==> src/rtl/gpio_pkg.sv <==
package gpio_pkg;
  typedef enum logic [1:0] {
    PM_IN    = 2'd0,
    PM_PUSH  = 2'd1,
    PM_OD    = 2'd2,
    PM_QUASI = 2'd3
  } pin_mode_e;

  localparam logic [5:0] A_MODE   = 6'h00;
  localparam logic [5:0] A_INOFF  = 6'h04;
  localparam logic [5:0] A_ODATA  = 6'h08;
  localparam logic [5:0] A_WMASK  = 6'h0C;
  localparam logic [5:0] A_PIN    = 6'h10;
  localparam logic [5:0] A_DBEN   = 6'h14;
  localparam logic [5:0] A_IMODE  = 6'h18;
  localparam logic [5:0] A_IRQEN  = 6'h1C;
  localparam logic [5:0] A_FLAGS  = 6'h20;
  localparam logic [5:0] A_DBCFG  = 6'h24;

  localparam int HI_OFS = 16;  // high/rising enables start here
  localparam int DBK_W  = 4;   // width of the period exponent
endpackage

==> src/rtl/gpio_db_tick.sv <==
module gpio_db_tick #(
  parameter int CNT_W = 15
) (
  input  logic                      clk,
  input  logic                      rst_n,
  input  logic                      alt_sel,
  input  logic                      tick_alt,
  input  logic [gpio_pkg::DBK_W-1:0] k,
  output logic                      strobe
);
  logic [CNT_W-1:0] cnt_q;
  logic [CNT_W-1:0] mask;
  logic             adv;

  assign adv    = alt_sel ? tick_alt : 1'b1;
  assign mask   = ~({CNT_W{1'b1}} << k);
  assign strobe = adv && ((cnt_q & mask) == '0);

  always_ff @(posedge clk or negedge rst_n) begin
    if (!rst_n)   cnt_q <= '0;
    else if (adv) cnt_q <= cnt_q + 1'b1;
  end
endmodule

==> src/rtl/gpio_in_path.sv <==
module gpio_in_path #(
  parameter int NPINS = 16
) (
  input  logic             clk,
  input  logic             rst_n,
  input  logic [NPINS-1:0] pad_in,
  input  logic [NPINS-1:0] dben,
  input  logic [NPINS-1:0] inoff,
  input  logic             strobe,
  output logic [NPINS-1:0] val
);
  logic [NPINS-1:0] s1_q, s2_q, last_q, filt_q;

  always_ff @(posedge clk or negedge rst_n) begin
    if (!rst_n) begin
      s1_q <= '0;
      s2_q <= '0;
    end else begin
      s1_q <= pad_in;
      s2_q <= s1_q;
    end
  end

  for (genvar i = 0; i < NPINS; i++) begin : g_filt
    always_ff @(posedge clk or negedge rst_n) begin
      if (!rst_n) begin
        last_q[i] <= 1'b0;
        filt_q[i] <= 1'b0;
      end else if (strobe) begin
        last_q[i] <= s2_q[i];
        if (s2_q[i] == last_q[i]) filt_q[i] <= s2_q[i];
      end
    end
    assign val[i] = ~inoff[i] & (dben[i] ? filt_q[i] : s2_q[i]);
  end
endmodule

==> src/rtl/gpio_irq_detect.sv <==
module gpio_irq_detect #(
  parameter int NPINS = 16
) (
  input  logic             clk,
  input  logic             rst_n,
  input  logic [NPINS-1:0] val,
  input  logic [NPINS-1:0] inoff,
  input  logic [NPINS-1:0] level_sel,
  input  logic [NPINS-1:0] en_lo,
  input  logic [NPINS-1:0] en_hi,
  input  logic [NPINS-1:0] clr,
  output logic [NPINS-1:0] flags,
  output logic             irq
);
  logic [NPINS-1:0] prev_q, flag_q, cond;

  for (genvar i = 0; i < NPINS; i++) begin : g_det
    logic lvl_hit, edg_hit;
    assign lvl_hit = (~val[i] & en_lo[i]) | (val[i] & en_hi[i]);
    assign edg_hit = (prev_q[i] & ~val[i] & en_lo[i]) | (~prev_q[i] & val[i] & en_hi[i]);
    assign cond[i] = ~inoff[i] & (level_sel[i] ? lvl_hit : edg_hit);

    always_ff @(posedge clk or negedge rst_n) begin
      if (!rst_n) begin
        prev_q[i] <= 1'b0;
        flag_q[i] <= 1'b0;
      end else begin
        prev_q[i] <= val[i];
        flag_q[i] <= (flag_q[i] | cond[i]) & ~clr[i];
      end
    end
  end

  assign flags = flag_q;
  assign irq   = |flag_q;
endmodule

==> src/rtl/gpio_port_ctrl.sv <==
module gpio_port_ctrl #(
  parameter int NPINS    = 16,
  parameter int DB_CNT_W = 15
) (
  input  logic             clk,
  input  logic             rst_n,
  input  logic             reg_we,
  input  logic [5:0]       reg_addr,
  input  logic [31:0]      reg_wdata,
  output logic [31:0]      reg_rdata,
  input  logic [NPINS-1:0] pad_in,
  input  logic             tick_alt,
  output logic [NPINS-1:0] pad_out,
  output logic [NPINS-1:0] pad_oe,
  output logic [NPINS-1:0] pad_pu,
  output logic             irq_o
);
  import gpio_pkg::*;

  localparam int MODE_W = 2 * NPINS;

  logic [MODE_W-1:0] mode_q;
  logic [NPINS-1:0]  inoff_q, odata_q, wmask_q, dben_q, imode_q, en_lo_q, en_hi_q;
  logic [5:0]        dbcfg_q;
  logic [NPINS-1:0]  val, flags, clr;
  logic              strobe;
  logic [NPINS-1:0]  wd;

  assign wd  = reg_wdata[NPINS-1:0];
  assign clr = (reg_we && reg_addr == A_FLAGS) ? wd : '0;

  always_ff @(posedge clk or negedge rst_n) begin
    if (!rst_n) begin
      mode_q  <= '0;
      inoff_q <= '0;
      odata_q <= '0;
      wmask_q <= '0;
      dben_q  <= '0;
      imode_q <= '0;
      en_lo_q <= '0;
      en_hi_q <= '0;
      dbcfg_q <= '0;
    end else if (reg_we) begin
      unique case (reg_addr)
        A_MODE:  mode_q  <= reg_wdata[MODE_W-1:0];
        A_INOFF: inoff_q <= wd;
        A_ODATA: odata_q <= (odata_q & wmask_q) | (wd & ~wmask_q);
        A_WMASK: wmask_q <= wd;
        A_DBEN:  dben_q  <= wd;
        A_IMODE: imode_q <= wd;
        A_IRQEN: begin
          en_lo_q <= wd;
          en_hi_q <= reg_wdata[HI_OFS +: NPINS];
        end
        A_DBCFG: dbcfg_q <= reg_wdata[5:0];
        default: ;
      endcase
    end
  end

  always_comb begin
    reg_rdata = '0;
    unique case (reg_addr)
      A_MODE:  reg_rdata[MODE_W-1:0] = mode_q;
      A_INOFF: reg_rdata[NPINS-1:0]  = inoff_q;
      A_ODATA: reg_rdata[NPINS-1:0]  = odata_q;
      A_WMASK: reg_rdata[NPINS-1:0]  = wmask_q;
      A_PIN:   reg_rdata[NPINS-1:0]  = val;
      A_DBEN:  reg_rdata[NPINS-1:0]  = dben_q;
      A_IMODE: reg_rdata[NPINS-1:0]  = imode_q;
      A_IRQEN: begin
        reg_rdata[NPINS-1:0]       = en_lo_q;
        reg_rdata[HI_OFS +: NPINS] = en_hi_q;
      end
      A_FLAGS: reg_rdata[NPINS-1:0]  = flags;
      A_DBCFG: reg_rdata[5:0]        = dbcfg_q;
      default: ;
    endcase
  end

  for (genvar i = 0; i < NPINS; i++) begin : g_pad
    logic d_out, d_oe, d_pu;
    always_comb begin
      d_out = 1'b0;
      d_oe  = 1'b0;
      d_pu  = 1'b0;
      case (mode_q[2*i +: 2])
        PM_PUSH:  begin d_oe = 1'b1; d_out = odata_q[i]; end
        PM_OD:    d_oe = ~odata_q[i];
        PM_QUASI: begin d_oe = ~odata_q[i]; d_pu = odata_q[i]; end
        default:  ;
      endcase
    end
    assign pad_out[i] = d_out;
    assign pad_oe[i]  = d_oe;
    assign pad_pu[i]  = d_pu;
  end

  gpio_db_tick #(.CNT_W(DB_CNT_W)) u_tick (
    .clk(clk), .rst_n(rst_n), .alt_sel(dbcfg_q[4]), .tick_alt(tick_alt),
    .k(dbcfg_q[DBK_W-1:0]), .strobe(strobe)
  );

  gpio_in_path #(.NPINS(NPINS)) u_in (
    .clk(clk), .rst_n(rst_n), .pad_in(pad_in), .dben(dben_q),
    .inoff(inoff_q), .strobe(strobe), .val(val)
  );

  gpio_irq_detect #(.NPINS(NPINS)) u_irq (
    .clk(clk), .rst_n(rst_n), .val(val), .inoff(inoff_q), .level_sel(imode_q),
    .en_lo(en_lo_q), .en_hi(en_hi_q), .clr(clr), .flags(flags), .irq(irq_o)
  );
endmodule

==> config.mk <==
export PLATFORM = sky130hd
export DESIGN_NAME = gpio_port_ctrl
export DESIGN_NICKNAME = d
export VERILOG_FILES = /design/src/rtl/gpio_pkg.sv /design/src/rtl/gpio_db_tick.sv /design/src/rtl/gpio_in_path.sv /design/src/rtl/gpio_irq_detect.sv /design/src/rtl/gpio_port_ctrl.sv
export SDC_FILE = /design/constraint.sdc
export NUM_CORES = 1
export LEC_CHECK = 0
export BUFFER_PORTS_ARGS = -buffer_cell sky130_fd_sc_hd__buf_2
export CAP_MARGIN = 20
export CELL_PAD_IN_SITES_DETAIL_PLACEMENT = 0
export CELL_PAD_IN_SITES_GLOBAL_PLACEMENT = 1
export CORE_ASPECT_RATIO = 1.4
export CORE_MARGIN = 5
export CORE_UTILIZATION = 48
export CTS_CLUSTER_SIZE = 28
export DETAILED_ROUTE_END_ITERATION = 10
export PLACE_DENSITY = 0.92
export SYNTH_ARGS = -nofsm -noshare
export SYNTH_HDL_FRONTEND = slang
export SYNTH_SLANG_ARGS = --single-unit
export TNS_END_PERCENT = 20
==> constraint.sdc <==
create_clock -name clk -period 2.3 [get_ports clk]
set_clock_uncertainty 0.1 [all_clocks]
set_input_delay 0.23 -clock clk [delete_from_list [all_inputs] [get_ports clk]]
set_output_delay 0.23 -clock clk [all_outputs]
set_load 0.01 [all_outputs]
# After elaboration in Yosys (flattened, before gate mapping)
# Cells that the tools add are included.
# word_totals
reg_bits,261
input_bits,58
# op_classes
n_addsub,1
n_eq_ne,73
shifts,1
mux,85
bitwise_logic,278
n_reduce_logical,45
# op_table
op,n
1-bit bitwise AND,144
10-bit one-hot mux with 9 select lines,1
1-bit NOT,80
1-bit 2-to-1 mux,65
"2-bit == test, second input constant",32
6-bit one-hot mux with 10 select lines,1
1-bit bitwise OR,48
2-bit AND reduction,24
16-bit bitwise AND,2
"2-bit by 1-bit == test with 1-bit output, second input constant",16
1-bit one-hot mux with 2 select lines,16
16-bit one-hot mux with 2 select lines,1
2-bit OR reduction,16
"6-bit by 5-bit == test with 1-bit output, second input constant",4
1-bit == test,16
16-bit 2-to-1 mux,1
16-bit NOT,1
16-bit bitwise OR,1
16-bit OR reduction,1
"15-bit by 1-bit adder with 15-bit output, second input constant",1
15-bit bitwise AND,1
15-bit logical NOT,1
15-bit NOT,1
"15-bit by 4-bit << shifter with 15-bit output, first input constant",1
5 further kinds,8

# Depth between registers and ports, before layout
# Gate-level depths: netlist of the first run.
# depth
ltp_word,10
depth_mapped,8
ltp_nobuf,5

# Modules after synthesis
# Synthesis of the first run repeated with hierarchy kept, for this count alone.
# unflattened
hier_cells,1046
area_unflattened_um2,12669.7
# by_module_without_submodules
module,instances,cells_each,area_each_um2
gpio_port_ctrl,1,652,8002.7
gpio_in_path,1,165,2406.1
gpio_irq_detect,1,149,1432.6
gpio_db_tick,1,80,828.3

# Least setup slack after synthesis of the first run
# No wires, ideal clock.
# synth_timing
path_kind,flip-flop to flip-flop
start,register dbcfg_q[1]
end,register u_in.last_q[10]
t_arrival_ns,1.927
t_required_ns,2.075
setup_slack_ns,0.148
path_stages_with_launch,9
n_path_buf,3
synth_period_minus_slack_ns,2.152
cell_sequence,dfrtp_1 buf_6 maj3_2 o221ai_2 nand4_2 or2_1 buf_6 buf_6 mux2_4
# synth_via
elab_chain_cells,5
# synth_lines
element,line,text
"start, declared",gpio_port_ctrl.sv:24,logic [5:0] dbcfg_q;
"start signal, assigned",gpio_port_ctrl.sv:55,A_DBCFG: dbcfg_q <= reg_wdata[5:0];
15-bit by 4-bit << shifter with 15-bit output,gpio_db_tick.sv:16,assign mask = ~({CNT_W{1'b1}} << k);
15-bit NOT,gpio_db_tick.sv:16,
15-bit bitwise AND,gpio_db_tick.sv:17,assign strobe = adv && ((cnt_q & mask) == '0);
15-bit logical NOT,gpio_db_tick.sv:17,
1-bit logical AND,gpio_db_tick.sv:17,
"end signal, assigned by index",gpio_in_path.sv:30,last_q[i] <= s2_q[i];
"end, declared",gpio_in_path.sv:12,"logic [NPINS-1:0] s1_q, s2_q, last_q, filt_q;"
# No other way between the ends.
# A chain may end at the register's enable or synchronous reset.

# Worst setup path after layout of the first run
# layout_timing
start,register dben_q[8]
end,output reg_rdata[8]
# layout_via
elab_chain_cells,3
# layout_lines
element,line,text
"start, declared",gpio_port_ctrl.sv:23,"logic [NPINS-1:0] inoff_q, odata_q, wmask_q, dben_q, imode_q, en_lo_q, en_hi_q;"
"start signal, assigned",gpio_port_ctrl.sv:49,A_DBEN: dben_q <= wd;
1-bit 2-to-1 mux,gpio_in_path.sv:34,assign val[i] = ~inoff[i] & (dben[i] ? filt_q[i] : s2_q[i]);
1-bit bitwise AND,gpio_in_path.sv:34,
via u_in.val[8],gpio_in_path.sv:10,output logic [NPINS-1:0] val
10-bit one-hot mux with 9 select lines,gpio_port_ctrl.sv:63,unique case (reg_addr)
"end, declared",gpio_port_ctrl.sv:10,"output logic [31:0] reg_rdata,"
# The timed path passes the listed nets, and every way through them passes these cells.

==> results.md, run 1 <==
Run status:
- The flow ran to the end, but the final reports show violations.
- The checks that failed: negative setup slack.

STA:
- In the finished design, the share of the clock period the worst path needs comes to 106%.
- The hold violation count in the final report is 0.
- Summed over all failing endpoints, the final setup total negative slack is -0.811 ns.
- Setup slack on the critical path of the routed design comes to -0.145 ns.
- The final critical path time including I/O delays and setup is 2.44 ns.
- The achievable clock frequency is 409 MHz.
- Measured against its own limit, the worst slew margin works out to 60.8%.
- Setup repair after global routing could not meet its margin everywhere.
- The total count of max-transition violations in the final report was 0.
- Setup violations remaining at the end of the flow were counted as 14.
- At the pin with the least slew margin, the transition time is 0.588 ns.

Synthesis:
- The number of storage elements in the synthesis netlist is 261.
- The share of the Yosys chip area taken by registers is 53.8%.
- Yosys printed 0 warnings.
- The post-synthesis cell count is 979.
- The most used flip-flop cell after synthesis is sky130_fd_sc_hd__dfrtp_1.
- The cell accounting for the most synthesized area is sky130_fd_sc_hd__dfrtp_1.
- After synthesis the cells add up to 12100 sq um.
- The synthesized design contains 0 enable-type register cells.
- The synthesized netlist contains 49 unique library cells.
- By area the synthesized netlist is led by sky130_fd_sc_hd__dfrtp_1, sky130_fd_sc_hd__mux2_2, sky130_fd_sc_hd__buf_4, sky130_fd_sc_hd__mux2_4, sky130_fd_sc_hd__mux2i_1.
- Each instance of the synthesized netlist takes up on average 12.4 sq um.
- The share of the synthesized area in the top cell type is 53.8%.
- Of all flip-flops after synthesis, the portion carrying an async set or reset was 100%.
- The number of nets in the synthesized netlist is 1038.

Pwr:
- The maximum vdd ir drop is 0.847 mV.
- The analysis attributes to net switching a power of 4.18 mW.
- For this design the static power due to leakage is 7.08 nW.
- The internal power contribution is 10.0 mW.
- The portion of total power attributed to sequential cells is 45.9%.
- Combinational logic burns 21.8% of the power.
- The share of total power dissipated in the clock network is 32.4%.
- For this design the ratio of total power to cell area is 937 nW/um^2.
- In this run switching power makes up 29.5% of total power.

Place:
- The routability congestion estimate from global placement is 0.912.
- After legalization and detailed placement, the total HPWL measured 22300 um.
- The cell count after placement is 1397.
- After detailed placement, the total cell area comes to 13300 sq um.
- The count of input and output buffers is 138.

Routing:
- The overall via count from detail_route is 9008.
- The routed length per placed instance is 22.1 um.
- The routed design has 33500 um of wire.
- The detail route stage leaves a number of antenna-violating nets equal to 0.
- The violation count after the first detailed-route iteration is 760.
- The number of iterations in the first detailed-routing pass is 6.
- The detail-routed via count per cell is 5.95.
- After detailed routing, the number of remaining DRC violations is 0.

Job:
- The tool flagged a number of max-cap violations equal to 0.

Setup path:
- The type of element capturing the critical path is an output port.
- The arrival time of data at the critical path endpoint is 2.11 ns.
- The total buffers and inverters traversed by the critical path is 1.
- The peak fanout along the critical path is 3.
- Traced cell by cell, the critical path runs through mux2i_4, nor2_4, a222oi_1, nand3_1, buf_6.
- The slowest stage of the critical path belongs to the cell sky130_fd_sc_hd__dfrtp_2.
- Grouping stages by cell kind, the critical path spends the most delay in flip-flops.
- The critical path is of the reg2out type.
- The startpoint type of the worst setup path is a register.
- The setup slack of the worst register-to-register path is 0.12 ns.
- The largest stage delay on the critical path is 0.43 ns.
- At the worst endpoint, the required time is 1.97 ns.

Cells and area:
- The post-route cell area is 15100 sq um.
- Counting the fill cells in the layout gives 1930.
- The number of nets in the layout is 1235.
- The layout cell share with drive strength beyond 1 is 39.2%.
- The share of the core filled with cells in the final layout is 60.0%.
- The area growth from synthesis to layout is 24.6%.
- Leaving out filler cells and counting taps, the final layout contains 1515.

GRT:
- Across every metal layer, demand over resource in global routing totals 23.2%.
- The first global-routing pass estimated 51900 um of wire.
- After global routing the overflow that remains totals 0.
- The number of antenna violations at the first check in global routing was 1.
- The pin count of the biggest net entering global routing is 72.
- The via count of the first global-routing pass is 9298.

Clocking:
- The TritonCTS buffer count is 26.
- In this run the number of H-tree levels came out at 1.
- The clock slew seen by the registers of the worst setup and hold paths is 0.07 ns.
- The clock tree from TritonCTS is yes.
- The master cell of the clock root buffer is sky130_fd_sc_hd__clkbuf_16.
- The tree built by TritonCTS fans out to 261 sinks.
- The clock latency on the worst-skew pair is 0.53 ns.
- The largest buffer count on any clock path is 3.

Die:
- The width of the chip is 144 um.
- The die height is 198 um.
- The initial core utilization is 48.2%.
- The floorplan die area is 28600 sq um.
- The total area inside the core boundary comes to 25200 sq um.
- After floorplanning, the core was divided into 69 placement rows.
- The I/O pin total is 139.

Hold path:
- The path class of the tightest hold or removal check is in2reg.
==> sequential cells by signal, summed over array words and instances (netlist names), named ones only <==
name,count
u_in.s1_q,16
u_tick.cnt_q,15
dbcfg_q,6
mode_q,32
dben_q,16
en_lo_q,16
en_hi_q,16
u_irq.flags,16
u_irq.prev_q,16
u_in.s2_q,16
inoff_q,16
u_in.last_q,16
u_in.filt_q,16
wmask_q,16
imode_q,16
==> metrics by stage <==
step / hold slack, ns / power [mW] / setup slack [ns]
CTS: 0.0622 / 14.1 / -0.112
finish: 0.0830 / 14.2 / -0.145
global placement: 0.141 / 9.10 / 0.0370
floorplan: -0.166 / 8.34 / 0.148
detailed placement: 0.151 / 9.27 / 0.0169
global route: 0.136 / 14.8 / -0.186
==> timing repair <==
action	4_1_cts	5_1_grt
buffers inserted	12	9
endpoints found under the hold margin	199	0
hold buffers	49	0
resized for setup	45	18
pin swaps	13	21
setup endpoints to repair	17	32
==> Yosys cell counts, types with 2 or more instances <==
library cell / instances
sky130_fd_sc_hd__dfrtp_1: 261
sky130_fd_sc_hd__mux2_2: 130
sky130_fd_sc_hd__nor2_1: 68
sky130_fd_sc_hd__buf_4: 48
sky130_fd_sc_hd__nand2_1: 42
sky130_fd_sc_hd__mux2i_1: 35
sky130_fd_sc_hd__o21ai_0: 33
sky130_fd_sc_hd__a22o_1: 32
sky130_fd_sc_hd__a22oi_1: 28
sky130_fd_sc_hd__xnor2_1: 27
sky130_fd_sc_hd__buf_2: 26
sky130_fd_sc_hd__mux2_4: 24
sky130_fd_sc_hd__and3_1: 19
sky130_fd_sc_hd__inv_1: 18
sky130_fd_sc_hd__a221oi_1: 17
sky130_fd_sc_hd__o211ai_1: 17
sky130_fd_sc_hd__a2bb2oi_1: 16
sky130_fd_sc_hd__nand3_1: 16
sky130_fd_sc_hd__a211oi_1: 15
sky130_fd_sc_hd__a21oi_1: 14
sky130_fd_sc_hd__mux2_1: 13
sky130_fd_sc_hd__nand4_1: 11
sky130_fd_sc_hd__a222oi_1: 10
sky130_fd_sc_hd__clkbuf_1: 9
sky130_fd_sc_hd__nor3_1: 6
sky130_fd_sc_hd__nand2_2: 5
sky130_fd_sc_hd__nor2_4: 5
sky130_fd_sc_hd__buf_6: 4
sky130_fd_sc_hd__nor4_1: 4
sky130_fd_sc_hd__nand2b_1: 3
sky130_fd_sc_hd__xor2_1: 3
sky130_fd_sc_hd__nor3_2: 2
sky130_fd_sc_hd__or4b_1: 2
==> per-layer routing <==
layer | part of all wire (%) | wire length, um | global-route usage [%] | up-vias
met3 | 6.0 | 2030 | 2.80 | 85
met4 | 4.3 | 1460 | 9.68 | 0
li1 | - | - | - | 3958
met2 | 51 | 17200 | 39.6 | 350
met1 | 38 | 12800 | 29.8 | 4615
met5 | 0 | 0 | 0 | -
==> worst paths after layout <==
path	startpoint	to	depth (start not counted)
setup reg to reg	dbcfg_q[2]	u_in.last_q[6]	6
min in group asynchronous	rst_n	u_in.last_q[3]	2
max in group asynchronous	rst_n	mode_q[21]	3
setup / recovery	dben_q[8]	reg_rdata[8]	5
hold reg to reg	u_in.s1_q[10]	u_in.s2_q[10]	0
hold / removal	tick_alt	u_tick.cnt_q[0]	3
==> cells by family (layout without fill, tap and decap cells) <==
family | count (synthesis) | in the layout | share of synthesized area [%]
flops | 261 | 261 | 53.8
xor+xnor | 30 | 30 | 2.16
compound gates | 188 | 188 | 11.7
mux | 202 | 202 | 19.1
other cells | 0 | 1 | 0
simple gates | 190 | 190 | 7.79
buf+inv | 106 | 322 | 5.28
fa+ha+maj | 2 | 2 | 0.196
==> layout make-up <==
cell class / instances / area (sq um) / share of cell area (%)
clock buffer: 38 / 787 / 5.20
antenna: 1 / 2.50 / 0.0165
inverter: 18 / 67.6 / 0.447
sequential: 261 / 6540 / 43.3
timing repair buffer: 257 / 1960 / 13.0
multi-input combinational: 612 / 5220 / 34.5
tap: 319 / 399 / 2.64
clock inverter: 9 / 145 / 0.960
==> layout by cell type, fill, tap and decap left out, types with 28 or more instances in the layout <==
cell                            Yosys  layout
sky130_fd_sc_hd__nand2_1           42      42
sky130_fd_sc_hd__dfrtp_1          261     251
sky130_fd_sc_hd__buf_4             48      51
sky130_fd_sc_hd__nor2_1            68      54
sky130_fd_sc_hd__a22oi_1           28      28
sky130_fd_sc_hd__dlygate4sd3_1      0      49
sky130_fd_sc_hd__o21ai_0           33      33
sky130_fd_sc_hd__mux2_2           130     130
sky130_fd_sc_hd__a22o_1            32      32
sky130_fd_sc_hd__buf_2             26     136
==> power groups by stage <==
stage | sequential, mW | clock, mW | combinational [mW]
3_3_place_gp | 6.43 | 0 | 2.67
5_1_grt | 6.61 | 4.82 | 3.38
4_1_cts | 6.45 | 4.66 | 3.01
3_5_place_dp | 6.46 | 0 | 2.81
6_report | 6.51 | 4.59 | 3.08
2_1_floorplan | 6.12 | 0 | 2.22
==> worst reg2reg max path: stages (launching register included) <==
cell	delay (ns)
sky130_fd_sc_hd__dfrtp_2	0.47
sky130_fd_sc_hd__a2111oi_4	0.36
sky130_fd_sc_hd__nor3_1	0.08
sky130_fd_sc_hd__a211o_1	0.28
sky130_fd_sc_hd__or2_1	0.25
sky130_fd_sc_hd__buf_12	0.19
sky130_fd_sc_hd__mux2_4	0.33
Note: power is estimated with default switching activity, not from simulation.
==> run 2: changes to the inputs <==
--- a/config.mk
+++ b/config.mk
@@ -15,7 +15,9 @@
 export CTS_CLUSTER_SIZE = 28
 export DETAILED_ROUTE_END_ITERATION = 10
 export PLACE_DENSITY = 0.92
+export SKIP_CTS_REPAIR_TIMING = 1
 export SYNTH_ARGS = -nofsm -noshare
 export SYNTH_HDL_FRONTEND = slang
+export SYNTH_HIERARCHICAL = 1
 export SYNTH_SLANG_ARGS = --single-unit
 export TNS_END_PERCENT = 20
==> results.md, run 2 <==
Clocking:
- The deepest level of the CTS H-tree is 1 (unchanged).
- The cell sitting at the root of the clock tree is a sky130_fd_sc_hd__clkbuf_16.
- The clock tree from TritonCTS is yes.
- The number of sinks on the clock net is 261 (unchanged).
- The largest buffer count on any clock path was 3 (unchanged).
- The TritonCTS buffer count is 26 (unchanged).
- The clock latency on the worst-skew pair came to 0.53 ns (about the same).
- The clock slew seen by the registers of the worst setup and hold paths is 0.06 ns (about the same).

Synthesis:
- The number of flops mapped to enable cells by yosys came to 0 (unchanged).
- The warning count from the yosys run is 6 (+6).
- The most repeated cell in the gate-level netlist after synthesis is sky130_fd_sc_hd__dfrtp_1.
- The share of synthesized area occupied by flip-flops and latches was 51.6% (-2.2 points).
- Yosys attributes the largest share of cell area to sky130_fd_sc_hd__dfrtp_1, sky130_fd_sc_hd__mux2_1, sky130_fd_sc_hd__mux2_2, sky130_fd_sc_hd__mux2i_1, sky130_fd_sc_hd__a22o_1.
- The post-synthesis cell count was 1046 (+6.8%).
- The share of flip-flops with an asynchronous set or reset is 100% (unchanged).
- The share of the synthesized area in the top cell type was 51.6% (-2.2 points).
- The largest total area in the synthesized netlist belongs to sky130_fd_sc_hd__dfrtp_1.
- The number of storage elements in the synthesis netlist came to 261 (unchanged).
- Among all flip-flop cells after synthesis, the most frequent one is sky130_fd_sc_hd__dfrtp_1.
- Sorting the synthesized cells by how often they occur yields sky130_fd_sc_hd__dfrtp_1, sky130_fd_sc_hd__mux2_1, sky130_fd_sc_hd__nor2_1.
- The synthesized netlist net count came to 1105 (+6.5%).
- The average size of a mapped cell was 12.1 sq um (-2.3%).
- The number of distinct library cells after synthesis was 61 (+24%).
- The cell area after synthesis is 12700 sq um (+4.3%).

Setup path:
- The arrival time of data at the critical path endpoint was 2.22 ns (+0.11 ns).
- The worst setup path is captured at an output port.
- The setup slack of the worst register-to-register path was 0 ns (-0.12 ns).
- The peak fanout along the critical path was 3 (unchanged).
- The capture instance of the worst register-to-register path is u_in/last_q[10].
- The worst register-to-register path begins at dbcfg_q[2].
- The worst endpoint required time is 1.97 ns (about the same).
- The path depth of the worst reg2reg path is 5 (-1).
- STA classifies the critical path startpoint as a register.
- The critical path is of the reg2out type.
- The slowest stage of the critical path is the sky130_fd_sc_hd__mux4_2 cell.
- The kind of cell adding the most delay to the critical path is multiplexers.
- The cell type with the highest occurrence count on the critical path is sky130_fd_sc_hd__nand2_2.
- The total buffers and inverters traversed by the critical path was 1 (unchanged).
- The largest stage delay on the critical path was 0.45 ns (+0.02 ns).
- Traced cell by cell, the critical path runs through mux2i_1, nor2_2, mux4_2, mux2_4, nand2_2, nand2_2, buf_6.

GRT:
- The pin count of the biggest net entering global routing was 71 (-1.4%).
- The global-route total usage across every layer came to 22.0% (-1.2 points).
- The number of antenna violations at the first check in global routing is 0 (-1).
- The via count of the first global-routing pass is 9294 (-0.043%).
- The first-pass GRT wire length is 51700 um (-0.37%).
- The leftover overflow at the end of global routing was 0 (unchanged).

Cells and area:
- The layout cell share with drive strength beyond 1 was 28.6% (-11 points).
- The post-route cell area was 15300 sq um (+0.97%).
- The library cell used most frequently in the layout, excluding fill and tap cells, is sky130_fd_sc_hd__dfrtp_1.
- The top cell types in the final layout, fill and taps aside, are sky130_fd_sc_hd__dfrtp_1, sky130_fd_sc_hd__buf_2, sky130_fd_sc_hd__mux2_1.
- The area of the multi-input gates came to 5490 sq um (+5.1%).
- The filler cell count was 2102 (+8.9%).
- The sequential standard cell area is 6540 sq um (about the same).
- The register with the most flip-flops in the final layout is mode_q.
- The antenna diode instance count was 0 (-1).
- The area growth from synthesis to layout is 20.5%.
- The flip-flop count of the largest register after layout is 32 (unchanged).
- The number of nets in the layout is 1302 (+5.4%).

STA:
- The final critical-path setup slack is -0.255 ns (-0.110 ns).
- The total count of max-transition violations in the final report is 0 (unchanged).
- The final period utilization is 111% (+4.8 points).
- The achievable clock frequency is 391 MHz (-4.3%).
- Setup repair after global routing could not meet its margin everywhere.
- The final critical path time including I/O delays and setup is 2.55 ns (+0.110 ns).
- The final count of negative-setup-slack endpoints was 10 (-4).
- The hold violation count in the final report is 0 (unchanged).
- The smallest hold slack is 0.00445 ns (-0.0786 ns).
- The final setup TNS is -1.04 ns (-0.232 ns).
- The tightest slew margin relative to the limit came to 58.7% (-2.1 points).
- The transition time at the pin with the least slew margin is 0.619 ns (+0.0317 ns).

Hold path:
- The endpoint of the worst hold path is wmask_q[4].
- The class of the worst hold path is in2reg.
- The instance count along the most critical hold path is 2 (-1).
- The worst hold path begins at reg_wdata[4].

Routing:
- The sum of routed wire length over all layers is 34000 um (+1.4%).
- The number of iterations in the first detailed-routing pass came to 5 (-1).
- The detail-routed via count per cell is 5.81 (-2.3%).
- The violation count after the first detailed-route iteration is 576 (-24%).
- The number of remaining DRC errors is 0 (unchanged).
- The routed length per placed instance is 21.4 um (-3.1%).
- The overall via count from detail_route came to 9212 (+2.3%).
- The post-route antenna net violation count is 0 (unchanged).

Place:
- The placed instance area came to 13700 sq um (+3.1%).
- The routability congestion estimate from global placement is 0.905 (-0.76%).
- The setup slack at placement is 0.0921 ns (+0.0752 ns).
- The count of input and output buffers is 138 (unchanged).
- The half-perimeter wire length after detailed placement is 24300 um (+9.2%).

Pwr:
- The power density relative to cell area is 899 nW/um^2 (-4.1%).
- The leakage power of the design came to 7.41 nW (+4.5%).
- The maximum vdd ir drop is 0.578 mV (-32%).
- The total power is 13.7 mW (-3.2%).

Die:
- The width of the chip is 147 um (+2.0%).
- The I/O pin total is 139 (unchanged).
- The initial core utilization came to 48.5% (+0.38 points).
- The floorplan die area is 29800 sq um (+4.1%).
- The die height came to 202 um (+2.0%).
- The core box area is 26100 sq um (+3.5%).
- The site row count was 70 (+1.4%).

Run status:
- The run finished, with violations left.
- The final reports fail on negative setup slack.

Job:
- The number of maximum-capacitance violations is 0 (unchanged).
[run 2: cell types whose count changed after synthesis, moves of 16 or more]
cell	delta
sky130_fd_sc_hd__a21o_1	+17
sky130_fd_sc_hd__mux2_4	-18
sky130_fd_sc_hd__o211ai_1	-16
sky130_fd_sc_hd__a22o_1	+17
sky130_fd_sc_hd__and3_1	+16
sky130_fd_sc_hd__nor2b_1	+17
sky130_fd_sc_hd__xnor2_1	-17
sky130_fd_sc_hd__mux2_1	+102
sky130_fd_sc_hd__o21ai_0	-22
sky130_fd_sc_hd__o22ai_1	+16
sky130_fd_sc_hd__mux2_2	-74
[run 2: cells by family after synthesis]
kind of cell	count (synthesis)	synth area share [%]
fa+ha+maj	3	0.257
compound gates	156	9.33
simple gates	262	10.7
xor+xnor	14	0.968
flops	261	51.6
mux	232	21.4
buf+inv	118	5.74
[run 2: how the worst max path moves through the flow]
stage | startpoint | endpoint | slack (ns) | cells past startpoint
floorplan | dbcfg_q[2] | u_in/last_q[0] | 0.15 | 8
global placement | dbcfg_q[1] | u_in/last_q[11] | 0.14 | 6
detailed placement | dbcfg_q[2] | u_in/last_q[2] | 0.09 | 5
CTS | dben_q[2] | reg_rdata[2] | -0.43 | 7
global route | dben_q[2] | reg_rdata[2] | -0.32 | 7
finish | dben_q[2] | reg_rdata[2] | -0.25 | 7
[run 2: metrics by stage]
step                cells  util [%]
finish               1585      58.5
global placement     1474      52.4
detailed placement   1474      52.4
floorplan            1046         -
CTS                  1520      55.8
global route         1585      58.5
[run 2: layer usage]
metal	GRT usage, %	part of all wire (%)
met1	25.5	38
met2	39.1	52
met3	3.70	5.3
met4	11.4	5.6
met5	0	0
[run 2: where the power goes]
part           switching (mW)  internal [mW]  leakage (nW)
Clock                    1.73           2.64         0.426
Combinational            1.33           1.58          3.73
Sequential              0.929           5.51          3.25
Total                    4.00           9.73          7.41
[run 2: area by class of cell]
cell class / count / share of cell area (%)
tap: 324 / 2.65
clock inverter: 5 / 0.672
multi-input combinational: 667 / 35.9
clock buffer: 41 / 5.10
sequential: 261 / 42.8
inverter: 27 / 0.664
timing repair buffer: 260 / 12.2
==> run 3: changes to the inputs <==
==> constraint.sdc (replaced) <==
create_clock -name clk -period 2.3 [get_ports clk]
set_clock_uncertainty 0.1 [all_clocks]
set_input_delay 0.46 -clock clk [delete_from_list [all_inputs] [get_ports clk]]
set_output_delay 0.46 -clock clk [all_outputs]
set_load 0.01 [all_outputs]
==> results.md, run 3 (synthesis gave the netlist of run 2 again) <==
GRT:
- The first-pass GRT wire length is 52600 um (+1.7%).
- The met3 track demand over resource in global routing was 3.66% (-0.045 points).
- The pin count of the biggest net entering global routing is 62 (-13%).
- The number of antenna violations at the first check in global routing is 3 (+3).
- The met2 track demand over resource is 40.5% (+1.4 points).
- The leftover overflow at the end of global routing is 0 (unchanged).
- The global-route total usage across every layer was 22.2% (+0.13 points).
- The routing layer with the top usage in global route is met2.
- The global-route track usage on met1 was 26.1% (+0.65 points).
- The via count of the first global-routing pass is 9500 (+2.2%).

Routing:
- The number of iterations in the first detailed-routing pass is 6 (+1).
- The detail-routed via count per cell was 5.90 (+1.5%).
- The overall via count from detail_route is 9345 (+1.4%).
- The violation count after the first detailed-route iteration is 737 (+28%).
- The post-route antenna net violation count came to 0 (unchanged).
- The number of remaining DRC errors was 0 (unchanged).
- The sum of routed wire length over all layers is 34500 um (+1.5%).
- The routed length per placed instance is 21.8 um (+1.5%).

STA:
- The final critical-path setup slack is -0.537 ns (-0.283 ns).
- The transition time at the pin with the least slew margin was 0.547 ns (-0.0727 ns).
- The hold violation count in the final report is 0 (unchanged).
- The tightest slew margin relative to the limit is 63.6% (+4.8 points).
- The final critical path time including I/O delays and setup is 2.84 ns (+0.283 ns).
- The final period utilization was 123% (+12 points).
- The total count of max-transition violations in the final report was 0 (unchanged).
- The final count of negative-setup-slack endpoints is 32 (+22).
- Setup repair after global routing could not meet its margin everywhere.
- The achievable clock frequency came to 352 MHz (-10%).

Place:
- The routability congestion estimate from global placement is 0.862 (-4.8%).
- The placed instance area came to 13900 sq um (+1.6%).
- The half-perimeter wire length after detailed placement is 24400 um (+0.30%).
- The count of input and output buffers is 138 (unchanged).

Pwr:
- The maximum vdd ir drop is 0.618 mV (+6.9%).
- The power density relative to cell area is 886 nW/um^2 (-1.4%).
- The leakage power of the design was 7.50 nW (+1.3%).

Die:
- The core box area is 26100 sq um (unchanged).
- The floorplan die area is 29800 sq um (unchanged).
- The die height is 202 um (unchanged).
- The width of the chip was 147 um (unchanged).
- The I/O pin total is 139 (unchanged).
- The initial core utilization is 48.5% (unchanged).
- The site row count came to 70 (unchanged).

Clocking:
- The deepest level of the CTS H-tree is 1 (unchanged).
- The number of sinks on the clock net is 261 (unchanged).
- In this run the clock root is driven by a sky130_fd_sc_hd__clkbuf_16.
- The largest buffer count on any clock path is 3 (unchanged).
- The clock slew seen by the registers of the worst setup and hold paths is 0.07 ns (about the same).
- TritonCTS built the clock tree.
- The clock latency on the worst-skew pair came to 0.54 ns (about the same).
- The TritonCTS buffer count is 26 (unchanged).

Cells and area:
- The filler cell count came to 2063 (-1.9%).
- Relative to the synthesized area, the layout overhead comes to 21.6%.
- The share of the core filled with cells in the final layout is 59.0% (+0.51 points).
- The register with the most flip-flops in the final layout is mode_q.
- The most common cell after layout, fill and taps aside is sky130_fd_sc_hd__dfrtp_1.
- The flip-flop count of the largest register after layout is 32 (unchanged).
- The layout cell share with drive strength beyond 1 is 32.2% (+3.5 points).
- Leaving out fill and tap cells, the most frequent cells in the layout are sky130_fd_sc_hd__dfrtp_1, sky130_fd_sc_hd__buf_2, sky130_fd_sc_hd__mux2_1.
- The post-route cell area was 15400 sq um (+0.87%).
- The number of nets in the layout is 1300 (-0.15%).

Setup path:
- The path depth of the worst reg2reg path is 6 (+1).
- The worst setup path is of the reg2out kind.
- STA classifies the critical path startpoint as a register.
- The peak fanout along the critical path was 2 (-1).
- The startpoint of the lowest-slack register-to-register path is dbcfg_q[1].
- STA classifies the critical path endpoint as an output port.
- The arrival time of data at the critical path endpoint is 2.28 ns (+0.06 ns).
- The start point of the critical path is dben_q[2].
- The worst endpoint required time was 1.74 ns (-0.23 ns).

Hold path:
- The worst min-delay path startpoint is reg_wdata[18].
- The tightest min-delay check is of the in2reg type.
- The instance count along the most critical hold path is 2 (unchanged).

Job:
- The number of maximum-capacitance violations was 0 (unchanged).

Run status:
- The checks that failed: negative setup slack.
- The run finished, with violations left.
run 3: metal layers:
layer	share of wire [%]	wire, um	up-vias
met4	3.3	1150	4
li1	-	-	4142
met2	53	18400	346
met5	0.078	27	-
met1	37	12900	4769
met3	5.9	2030	84
run 3: final timing paths:
path                                        end  slack [ns]
worst max-delay path               reg_rdata[2]       -0.54
worst min-delay path                 mode_q[18]        0.06
worst max register to register  u_in/last_q[11]        0.02
worst min register to register    u_in/s2_q[13]        0.25
max in group asynchronous          u_in/s2_q[9]        0.96
min in group asynchronous             mode_q[5]        0.37
run 3: per-stage QoR:
| step | hold slack (ns) | TNS, ns | std cells | total power [mW] | setup WS (ns) |
|---|---|---|---|---|---|
| after CTS | -0.208 | -9.14 | 1539 | 13.5 | -0.531 |
| after floorplan | 0.0644 | -0.709 | 1046 | 8.23 | -0.135 |
| after detailed placement | 0.235 | -22.75 | 1493 | 9.16 | -0.311 |
| after global routing | 0.0527 | -8.48 | 1584 | 14.3 | -0.559 |
| after global placement | 0.233 | -17.15 | 1493 | 9.00 | -0.278 |
| final | 0.0625 | -5.44 | 1584 | 13.7 | -0.537 |
run 3: power breakdown:
group	switching (mW)	total [mW]	internal, mW
Combinational	1.28	2.84	1.56
Clock	1.75	4.29	2.55
Sequential	1.01	6.52	5.51
Total	4.04	13.7	9.62
run 3: area by class of cell:
class                      instances  area [sq um]  area share, %
antenna                            1          2.50         0.0162
clock buffer                      36           729           4.74
clock inverter                    10           130          0.845
inverter                          27           101          0.658
multi-input combinational        667          5590           36.3
sequential                       261          6540           42.4
tap                              324           405           2.63
timing repair buffer             258          1910           12.4
run 3: worst max-delay path, cell delays in order (launching register included):
cell and delay [ns]:
sky130_fd_sc_hd__dfrtp_1 0.40, sky130_fd_sc_hd__mux2i_2 0.28, sky130_fd_sc_hd__nor2_2 0.08, sky130_fd_sc_hd__mux4_2 0.46, sky130_fd_sc_hd__mux2_4 0.29, sky130_fd_sc_hd__nand2_2 0.06, sky130_fd_sc_hd__nand2_2 0.05, sky130_fd_sc_hd__buf_6 0.12
